File: src/rtl/xfp_pkg.sv
package xfp_pkg;

    typedef enum logic [1:0] {
        XS_IDLE  = 2'd0,
        XS_FETCH = 2'd1,
        XS_DRAIN = 2'd2,
        XS_DONE  = 2'd3
    } xfer_state_t;

endpackage

File: src/rtl/xfp_ring.sv
module xfp_ring #(
    parameter int DEPTH = 32,
    parameter int LANES = 4,
    localparam int PTR_W = $clog2(DEPTH),
    localparam int LVL_W = $clog2(DEPTH + 1),
    localparam int NW    = $clog2(LANES + 1)
) (
    input  logic                  clk,
    input  logic                  rst_n,
    input  logic                  flush,
    input  logic [NW-1:0]         push_n,
    input  logic [LANES-1:0][7:0] push_bytes,
    input  logic [NW-1:0]         pop_n,
    output logic [LANES-1:0][7:0] head_bytes,
    output logic [LVL_W-1:0]      level
);

    logic [PTR_W-1:0] wr_ptr;
    logic [PTR_W-1:0] rd_ptr;
    logic [7:0]       mem [DEPTH];

    always_ff @(posedge clk or negedge rst_n) begin
        if (!rst_n) begin
            wr_ptr <= '0;
            rd_ptr <= '0;
            level  <= '0;
        end else if (flush) begin
            rd_ptr <= wr_ptr;
            level  <= '0;
        end else begin
            wr_ptr <= wr_ptr + PTR_W'(push_n);
            rd_ptr <= rd_ptr + PTR_W'(pop_n);
            level  <= level + LVL_W'(push_n) - LVL_W'(pop_n);
        end
    end

    always_ff @(posedge clk) begin
        for (int i = 0; i < LANES; i++) begin
            if (!flush && i < int'(push_n)) begin
                mem[wr_ptr + PTR_W'(i)] <= push_bytes[i];
            end
        end
    end

    always_comb begin
        for (int i = 0; i < LANES; i++) begin
            head_bytes[i] = mem[rd_ptr + PTR_W'(i)];
        end
    end

    AST_NO_OVERFLOW: assert property (@(posedge clk) disable iff (!rst_n)
        level <= LVL_W'(DEPTH));
    AST_NO_UNDERFLOW: assert property (@(posedge clk) disable iff (!rst_n)
        !flush |-> (LVL_W'(pop_n) <= level));
    AST_FLUSH_EMPTIES: assert property (@(posedge clk) disable iff (!rst_n)
        flush |=> (level == '0));

endmodule

File: src/rtl/xfp_lane_pack.sv
module xfp_lane_pack #(
    parameter int DEPTH = 32,
    parameter int LANES = 4,
    localparam int LVL_W = $clog2(DEPTH + 1),
    localparam int NW    = $clog2(LANES + 1),
    localparam int BW    = 8 * LANES
) (
    input  logic                  bus_rd_en,
    input  logic                  bus_wr_en,
    input  logic [1:0]            bus_width,
    input  logic [BW-1:0]         bus_wdata,
    input  logic [LVL_W-1:0]      tx_level,
    input  logic [LVL_W-1:0]      rx_level,
    input  logic [LANES-1:0][7:0] rx_head,
    output logic [NW-1:0]         tx_push_n,
    output logic [LANES-1:0][7:0] tx_push_bytes,
    output logic [NW-1:0]         rx_pop_n,
    output logic [BW-1:0]         rd_word
);

    int nbytes;
    int tx_free;
    int tx_k;
    int rx_k;

    // access width in bytes, capped at the bus width
    always_comb begin
        nbytes = 1 << bus_width;
        if (nbytes > LANES) nbytes = LANES;
    end

    // unpack toward the transmit queue, top lane first
    always_comb begin
        tx_free = DEPTH - int'(tx_level);
        tx_k    = 0;
        if (bus_wr_en) tx_k = (nbytes < tx_free) ? nbytes : tx_free;
        tx_push_n = NW'(tx_k);
        for (int j = 0; j < LANES; j++) begin
            tx_push_bytes[j] = 8'h00;
            if (j < nbytes) tx_push_bytes[j] = bus_wdata[8*(nbytes-1-j) +: 8];
        end
    end

    // pack from the receive queue, first byte into the top lane
    always_comb begin
        rx_k = 0;
        if (bus_rd_en) rx_k = (nbytes < int'(rx_level)) ? nbytes : int'(rx_level);
        rx_pop_n = NW'(rx_k);
        rd_word  = '0;
        for (int j = 0; j < LANES; j++) begin
            if (j < rx_k) rd_word[8*(nbytes-1-j) +: 8] = rx_head[j];
        end
    end

endmodule

File: src/rtl/xfp_xfer_ctl.sv
module xfp_xfer_ctl
    import xfp_pkg::*;
#(
    parameter int BLKCNT_W = 16,
    parameter int BLKLEN_W = 12,
    localparam int CNT_W   = BLKCNT_W + BLKLEN_W
) (
    input  logic                clk,
    input  logic                rst_n,
    input  logic                start,
    input  logic                to_card,
    input  logic [BLKCNT_W-1:0] blk_cnt,
    input  logic [BLKLEN_W-1:0] blk_len,
    input  logic                tx_empty,
    input  logic                rx_full,
    input  logic                tx_ready,
    input  logic                rx_valid,
    output logic                tx_valid,
    output logic                rx_ready,
    output logic                tx_pop,
    output logic                rx_push,
    output logic                active,
    output logic                starved,
    output logic                data_done,
    output logic                prog_done
);

    xfer_state_t      state;
    xfer_state_t      nstate;
    logic [CNT_W-1:0] remain;
    logic [CNT_W-1:0] total;
    logic             dir_q;

    assign total = CNT_W'(blk_cnt) * CNT_W'(blk_len);

    always_ff @(posedge clk or negedge rst_n) begin
        if (!rst_n) begin
            state  <= XS_IDLE;
            remain <= '0;
            dir_q  <= 1'b0;
        end else begin
            state <= nstate;
            if (start) begin
                remain <= total;
                dir_q  <= to_card;
            end else if (tx_pop || rx_push) begin
                remain <= remain - 1'b1;
            end
        end
    end

    always_comb begin
        nstate = state;
        unique case (state)
            XS_IDLE:  nstate = XS_IDLE;
            XS_FETCH: if (rx_push && remain == CNT_W'(1)) nstate = XS_DONE;
            XS_DRAIN: if (tx_pop && remain == CNT_W'(1)) nstate = XS_DONE;
            XS_DONE:  nstate = XS_IDLE;
        endcase
        if (start) begin
            if (total == '0)  nstate = XS_DONE;
            else if (to_card) nstate = XS_DRAIN;
            else              nstate = XS_FETCH;
        end
    end

    always_comb begin
        tx_valid  = 1'b0;
        rx_ready  = 1'b0;
        active    = 1'b0;
        starved   = 1'b0;
        data_done = 1'b0;
        prog_done = 1'b0;
        unique case (state)
            XS_IDLE: ;
            XS_FETCH: begin
                active   = 1'b1;
                rx_ready = !rx_full;
            end
            XS_DRAIN: begin
                active   = 1'b1;
                tx_valid = !tx_empty;
                starved  = tx_empty;
            end
            XS_DONE: begin
                data_done = 1'b1;
                prog_done = dir_q;
            end
        endcase
        tx_pop  = tx_valid && tx_ready;
        rx_push = rx_ready && rx_valid;
    end

    AST_DONE_PULSE: assert property (@(posedge clk) disable iff (!rst_n)
        data_done && !start |=> !data_done);
    AST_PROG_WITH_DATA: assert property (@(posedge clk) disable iff (!rst_n)
        prog_done |-> data_done);
    AST_LIVE_COUNT: assert property (@(posedge clk) disable iff (!rst_n)
        active |-> (remain != '0));
    AST_IDLE_QUIET: assert property (@(posedge clk) disable iff (!rst_n)
        !active |-> (!tx_valid && !rx_ready));
    AST_COUNT_STEP: assert property (@(posedge clk) disable iff (!rst_n)
        (tx_pop || rx_push) && !start |=> remain == $past(remain) - 1'b1);

endmodule

File: src/rtl/byte_fifo_pair.sv
module byte_fifo_pair #(
    parameter int DEPTH    = 32,
    parameter int LANES    = 4,
    parameter int BLKCNT_W = 16,
    parameter int BLKLEN_W = 12
) (
    input  logic                  clk,
    input  logic                  rst_n,
    input  logic                  bus_rd_en,
    input  logic                  bus_wr_en,
    input  logic [1:0]            bus_width,
    input  logic [8*LANES-1:0]    bus_wdata,
    output logic [8*LANES-1:0]    bus_rdata,
    input  logic                  txflush_wr,
    input  logic                  txflush_bit,
    input  logic                  xfer_start,
    input  logic                  xfer_to_card,
    input  logic [BLKCNT_W-1:0]   xfer_blk_cnt,
    input  logic [BLKLEN_W-1:0]   xfer_blk_len,
    output logic [7:0]            tx_byte,
    output logic                  tx_valid,
    input  logic                  tx_ready,
    input  logic [7:0]            rx_byte,
    input  logic                  rx_valid,
    output logic                  rx_ready,
    output logic                  rx_req,
    output logic                  tx_req,
    output logic                  xfer_active,
    output logic                  data_done,
    output logic                  prog_done
);

    localparam int LVL_W = $clog2(DEPTH + 1);
    localparam int NW    = $clog2(LANES + 1);
    localparam int BW    = 8 * LANES;

    logic [LVL_W-1:0]      tx_level, rx_level;
    logic [LANES-1:0][7:0] tx_head, rx_head;
    logic [LANES-1:0][7:0] tx_push_bytes, rx_push_bytes;
    logic [NW-1:0]         tx_push_n, rx_pop_n, tx_pop_n, rx_push_n;
    logic [BW-1:0]         rd_word;
    logic                  tx_pop, rx_push, starved;
    logic                  tx_flush, rx_flush;

    assign tx_flush = xfer_start || (txflush_wr && txflush_bit);
    assign rx_flush = xfer_start;
    assign tx_pop_n  = NW'(tx_pop);
    assign rx_push_n = NW'(rx_push);
    assign tx_byte   = tx_head[0];

    always_comb begin
        rx_push_bytes    = '0;
        rx_push_bytes[0] = rx_byte;
    end

    xfp_lane_pack #(.DEPTH(DEPTH), .LANES(LANES)) u_pack (
        .bus_rd_en     (bus_rd_en),
        .bus_wr_en     (bus_wr_en),
        .bus_width     (bus_width),
        .bus_wdata     (bus_wdata),
        .tx_level      (tx_level),
        .rx_level      (rx_level),
        .rx_head       (rx_head),
        .tx_push_n     (tx_push_n),
        .tx_push_bytes (tx_push_bytes),
        .rx_pop_n      (rx_pop_n),
        .rd_word       (rd_word)
    );

    xfp_ring #(.DEPTH(DEPTH), .LANES(LANES)) u_txq (
        .clk        (clk),
        .rst_n      (rst_n),
        .flush      (tx_flush),
        .push_n     (tx_push_n),
        .push_bytes (tx_push_bytes),
        .pop_n      (tx_pop_n),
        .head_bytes (tx_head),
        .level      (tx_level)
    );

    xfp_ring #(.DEPTH(DEPTH), .LANES(LANES)) u_rxq (
        .clk        (clk),
        .rst_n      (rst_n),
        .flush      (rx_flush),
        .push_n     (rx_push_n),
        .push_bytes (rx_push_bytes),
        .pop_n      (rx_pop_n),
        .head_bytes (rx_head),
        .level      (rx_level)
    );

    xfp_xfer_ctl #(.BLKCNT_W(BLKCNT_W), .BLKLEN_W(BLKLEN_W)) u_ctl (
        .clk       (clk),
        .rst_n     (rst_n),
        .start     (xfer_start),
        .to_card   (xfer_to_card),
        .blk_cnt   (xfer_blk_cnt),
        .blk_len   (xfer_blk_len),
        .tx_empty  (tx_level == '0),
        .rx_full   (rx_level == LVL_W'(DEPTH)),
        .tx_ready  (tx_ready),
        .rx_valid  (rx_valid),
        .tx_valid  (tx_valid),
        .rx_ready  (rx_ready),
        .tx_pop    (tx_pop),
        .rx_push   (rx_push),
        .active    (xfer_active),
        .starved   (starved),
        .data_done (data_done),
        .prog_done (prog_done)
    );

    always_ff @(posedge clk or negedge rst_n) begin
        if (!rst_n) begin
            bus_rdata <= '0;
            rx_req    <= 1'b0;
            tx_req    <= 1'b0;
        end else begin
            if (bus_rd_en) bus_rdata <= rd_word;
            if (rx_push)        rx_req <= 1'b1;
            else if (bus_rd_en) rx_req <= 1'b0;
            if (bus_wr_en)    tx_req <= 1'b0;
            else if (starved) tx_req <= 1'b1;
        end
    end

    AST_RXREQ_ON_PUSH: assert property (@(posedge clk) disable iff (!rst_n)
        rx_push |=> rx_req);
    AST_TXREQ_CLEAR: assert property (@(posedge clk) disable iff (!rst_n)
        bus_wr_en |=> !tx_req);
    AST_DRY_READ_ZERO: assert property (@(posedge clk) disable iff (!rst_n)
        bus_rd_en && rx_level == '0 |=> bus_rdata == '0);

endmodule

File: config.mk
export PLATFORM = sky130hd
export DESIGN_NAME = byte_fifo_pair
export DESIGN_NICKNAME = d
export VERILOG_FILES = /design/src/rtl/xfp_pkg.sv /design/src/rtl/xfp_ring.sv /design/src/rtl/xfp_lane_pack.sv /design/src/rtl/xfp_xfer_ctl.sv /design/src/rtl/byte_fifo_pair.sv
export SDC_FILE = /design/constraint.sdc
export NUM_CORES = 2
export LEC_CHECK = 0
export BUFFER_PORTS_ARGS = -buffer_cell sky130_fd_sc_hd__buf_2
export CORE_MARGIN = 2
export CORE_UTILIZATION = 36
export DETAILED_ROUTE_END_ITERATION = 7
export SYNTH_ARGS = -nofsm -noshare
export SYNTH_HDL_FRONTEND = slang
export SYNTH_SLANG_ARGS = --single-unit
export TNS_END_PERCENT = 20
File: constraint.sdc
create_clock -name clk -period 8.2 [get_ports clk]
set_input_delay 2.05 -clock clk [delete_from_list [all_inputs] [get_ports clk]]
set_output_delay 2.05 -clock clk [all_outputs]
set_load 0.02 [all_outputs]
==> flow_summary.toml <==
[setup_path]
cpPeakStageDelay_ns = 0.56
crit_path_max_fanout = 16
cp-end-kind = "flop"
required_ns = 8.76
path_depth = 18
criticalPathCategory = "input pin to flop"
critical-path-top-delay-family = "adder cells"
crit_buf_inv = 2
cp_slowest_cell = "fa_1"
critPathLaunchType = "input pin"
arrival_ns = 7.74
cpMostUsedCell = "fa_1"
r2r_cells = 14
cp_cell_sequence = "buf_2 > nand2_1 > fa_1 > inv_1 > fa_1 > fa_1 > fa_1 > fa_1 > ha_1 > and3_1 > and2_1 > a221o_1 > o311a_1 > nor2_1 > mux2i_1 > nor4_1 > nand4_1 > a31oi_1"

[run]
drv_cap = 0

[yosys]
synthArstFlopShare_pct = 15.9
ys.warnings.count = 0
avgSynthCellArea_um2 = 11.2
yosys.area.top_type_share_pct = 33.4
synthesis.area_um2 = 46000
ys_top_cells_by_area = "edfxtp_1, mux4_2, fa_1"
netlist_instances = 4126
synth_edf_count = 512
ys_ff_latch = 609
ys_seq_area_share_pct = 38.7
ys_types = 77
synth-main-ff-cell = "edfxtp_1"
synth_area_leader_cell = "edfxtp_1"

[floorplan]
pin_count = 127
dieArea_um2 = 131000
initial_core_util_pct = 36.2
num_rows = 131
dieWidth_um = 362
fp.dieH_um = 362
core_area_um2 = 127000

[power_and_ir_drop]
p_int_mw = 9.97
p_seq_share_pct = 23.9
ir_drop_mv = 0.317
pwr-share-comb_pct = 57.5
p_total_mw = 17.5
clkPwrFrac_pct = 18.5
p_leak_nw = 18.3
p_switching_mw = 7.49
switching_share_pct = 42.9
p_per_area_nw_per_um2 = 344

[global_route]
grt_pass1_wl_mm = 230
grt_pass1_vias = 34800
grt_max_degree = 69
grt_overflow = 0
grt.total_usage_pct = 23.2
antenna_found_initial = 6

[clock_network]
cts-root-buf = "clkbuf_16"
clk_latency_ns = 0.65
postCtsSetupRepairBufs = 0
cts_sinks = 609
htreeDepth = 3
cts_resized = 0
cts.path.max_buffers = 3
cts_hold_buf = 0
clkTransAtPathRegs_ns = 0.06
cts_buffers = 70
cts_tree = "done"

[detailed_routing]
routedWlPerCell_um = 26.6
num_vias = 36700
via_per_inst = 6.31
ant_nets = 0
drc = 18
drt_iter0_drc = 5441
routed_wirelength_mm = 155
first_pass_iters = 8

[timing]
setup_ws_ns = 1.02
finalClockSkew_ns = 0.0283
fmax_mhz = 139
period_minus_slack_ns = 7.18
setup_violations = 0
hold_viol = 0
period_share_pct = 87.6
tns_ns = 0
maxSlewHeadroom_pct = 11.2
worst_slew_pin_slew_ns = 1.33
finalMaxSlewViolations = 0
rsz0062_at_grt = "no"

[outcome]
violations = "DRC"
outcome = "finished, violations left"

[hold_path]
min_path_type = "flop to flop"
hold_depth = 2

[layout]
antenna_cells = 0
fill_cells = 12100
syn_to_final_growth_pct = 10.3
fin_nets = 4441
drive_gt1_share_pct = 19.9

[placed_design]
pre_cts_slack_ns = 0.385
post-dp-hpwl_mm = 102
routabilityCongestion = 0.949
port_buffers = 126
-- registers in the layout, indices dropped and copies added (netlist names), 2 cells and up --
register	count
u_ctl.remain	28
u_rxq.mem	256
u_rxq.level	6
u_txq.rd_ptr	5
u_rxq.rd_ptr	5
bus_rdata	32
u_txq.wr_ptr	5
u_txq.mem	256
u_rxq.wr_ptr	5
u_txq.level	6
u_ctl.state	2
-- per-stage QoR --
stage	hold WS (ns)	std cells	instance area [um2]	utilization, %
2_1_floorplan	0.473	4127	46000	-
3_3_place_gp	0.477	5686	48500	38.1
5_1_grt	0.536	5814	50800	39.9
6_report	0.517	5814	50800	39.9
3_5_place_dp	0.498	5686	48500	38.1
4_1_cts	0.513	5814	50800	39.9
-- worst min-delay path: cells and delay by family (launching register included) --
family / cells / cell delay [ns]
DFF: 1 / 0.35
and+or+nand+nor: 1 / 0.08
AOI/OAI and AO/OA: 1 / 0.05
-- synth_stat cells (all sizes together), types with 131 or more instances --
master and number:
fa 144, nor2 573, a221oi 142, o22ai 140, a21oi 228, mux4 388, edfxtp 512, nand2 397
o21ai 177, a211oi 131, inv 218, clkbuf 234
-- layer usage --
| layer | vias up | share of wire, % | GRT usage, % |
|---|---|---|---|
| met3 | 466 | 12 | 5.38 |
| met4 | 2 | 4.5 | 8.72 |
| met5 | - | 0.0084 | 0 |
| met1 | 18200 | 39 | 32.3 |
| met2 | 2457 | 44 | 35.3 |
| li1 | 15600 | - | - |
-- cell type report --
type | instances | area (um2) | area share, %
Clock inverter | 36 | 424 | 0.836
Clock buffer | 92 | 1870 | 3.69
Multi-Input combinational cell | 2971 | 26400 | 51.9
Inverter | 220 | 826 | 1.63
Tap cell | 1662 | 2080 | 4.10
Timing Repair Buffer | 224 | 1380 | 2.72
Sequential cell | 609 | 17800 | 35.1
-- power by group through the flow --
stage | registers (mW) | logic (mW) | clock network (mW)
6_report | 4.18 | 10.0 | 3.24
5_1_grt | 4.21 | 10.8 | 3.38
4_1_cts | 4.17 | 9.96 | 3.27
3_5_place_dp | 4.22 | 9.92 | 0
3_3_place_gp | 4.21 | 9.84 | 0
2_1_floorplan | 3.98 | 7.43 | 0
-- path summary, 6_finish.rpt --
kind | start | to | slack [ns]
worst max-delay path | xfer_blk_len[11] | u_ctl.state[0] | 1.02
worst min-delay path | tx_req | tx_req | 0.52
worst max register to register | u_txq.level[0] | u_txq.mem[16][6] | 2.99
worst min register to register | tx_req | tx_req | 0.52
max in group asynchronous | rst_n | u_rxq.rd_ptr[1] | 5.37
min in group asynchronous | rst_n | rx_req | 1.37
-- placed cells by master (no fill, tap or decap), types with 69 or more instances in the layout --
| cell | instances |
|---|---|
| dfrtp_1 | 92 |
| nor2_1 | 559 |
| mux4_2 | 388 |
| fa_1 | 144 |
| clkbuf_16 | 70 |
| buf_2 | 125 |
| o21ai_0 | 175 |
| a221oi_1 | 142 |
| edfxtp_1 | 512 |
| buf_4 | 98 |
| o22ai_1 | 140 |
| inv_1 | 218 |
| a211oi_1 | 123 |
| a21oi_1 | 216 |
| ha_1 | 119 |
| nand2_1 | 391 |
| and2_1 | 69 |
-- kinds of logic (layout without fill, tap and decap cells) --
| logic type | after synthesis | after routing | synth area share, % |
|---|---|---|---|
| XOR/XNOR | 85 | 85 | 1.62 |
| multiplexers | 468 | 468 | 20.9 |
| buffers and inverters | 547 | 572 | 4.61 |
| AO/OA/AOI/OAI | 902 | 902 | 12.7 |
| adder cells (fa/ha/maj) | 265 | 265 | 9.56 |
| flip-flops | 609 | 609 | 38.7 |
| other | 1 | 2 | 0.00815 |
| AND/OR/NAND/NOR | 1249 | 1249 | 11.9 |
No activity file was read; power rests on OpenSTA's default activity.
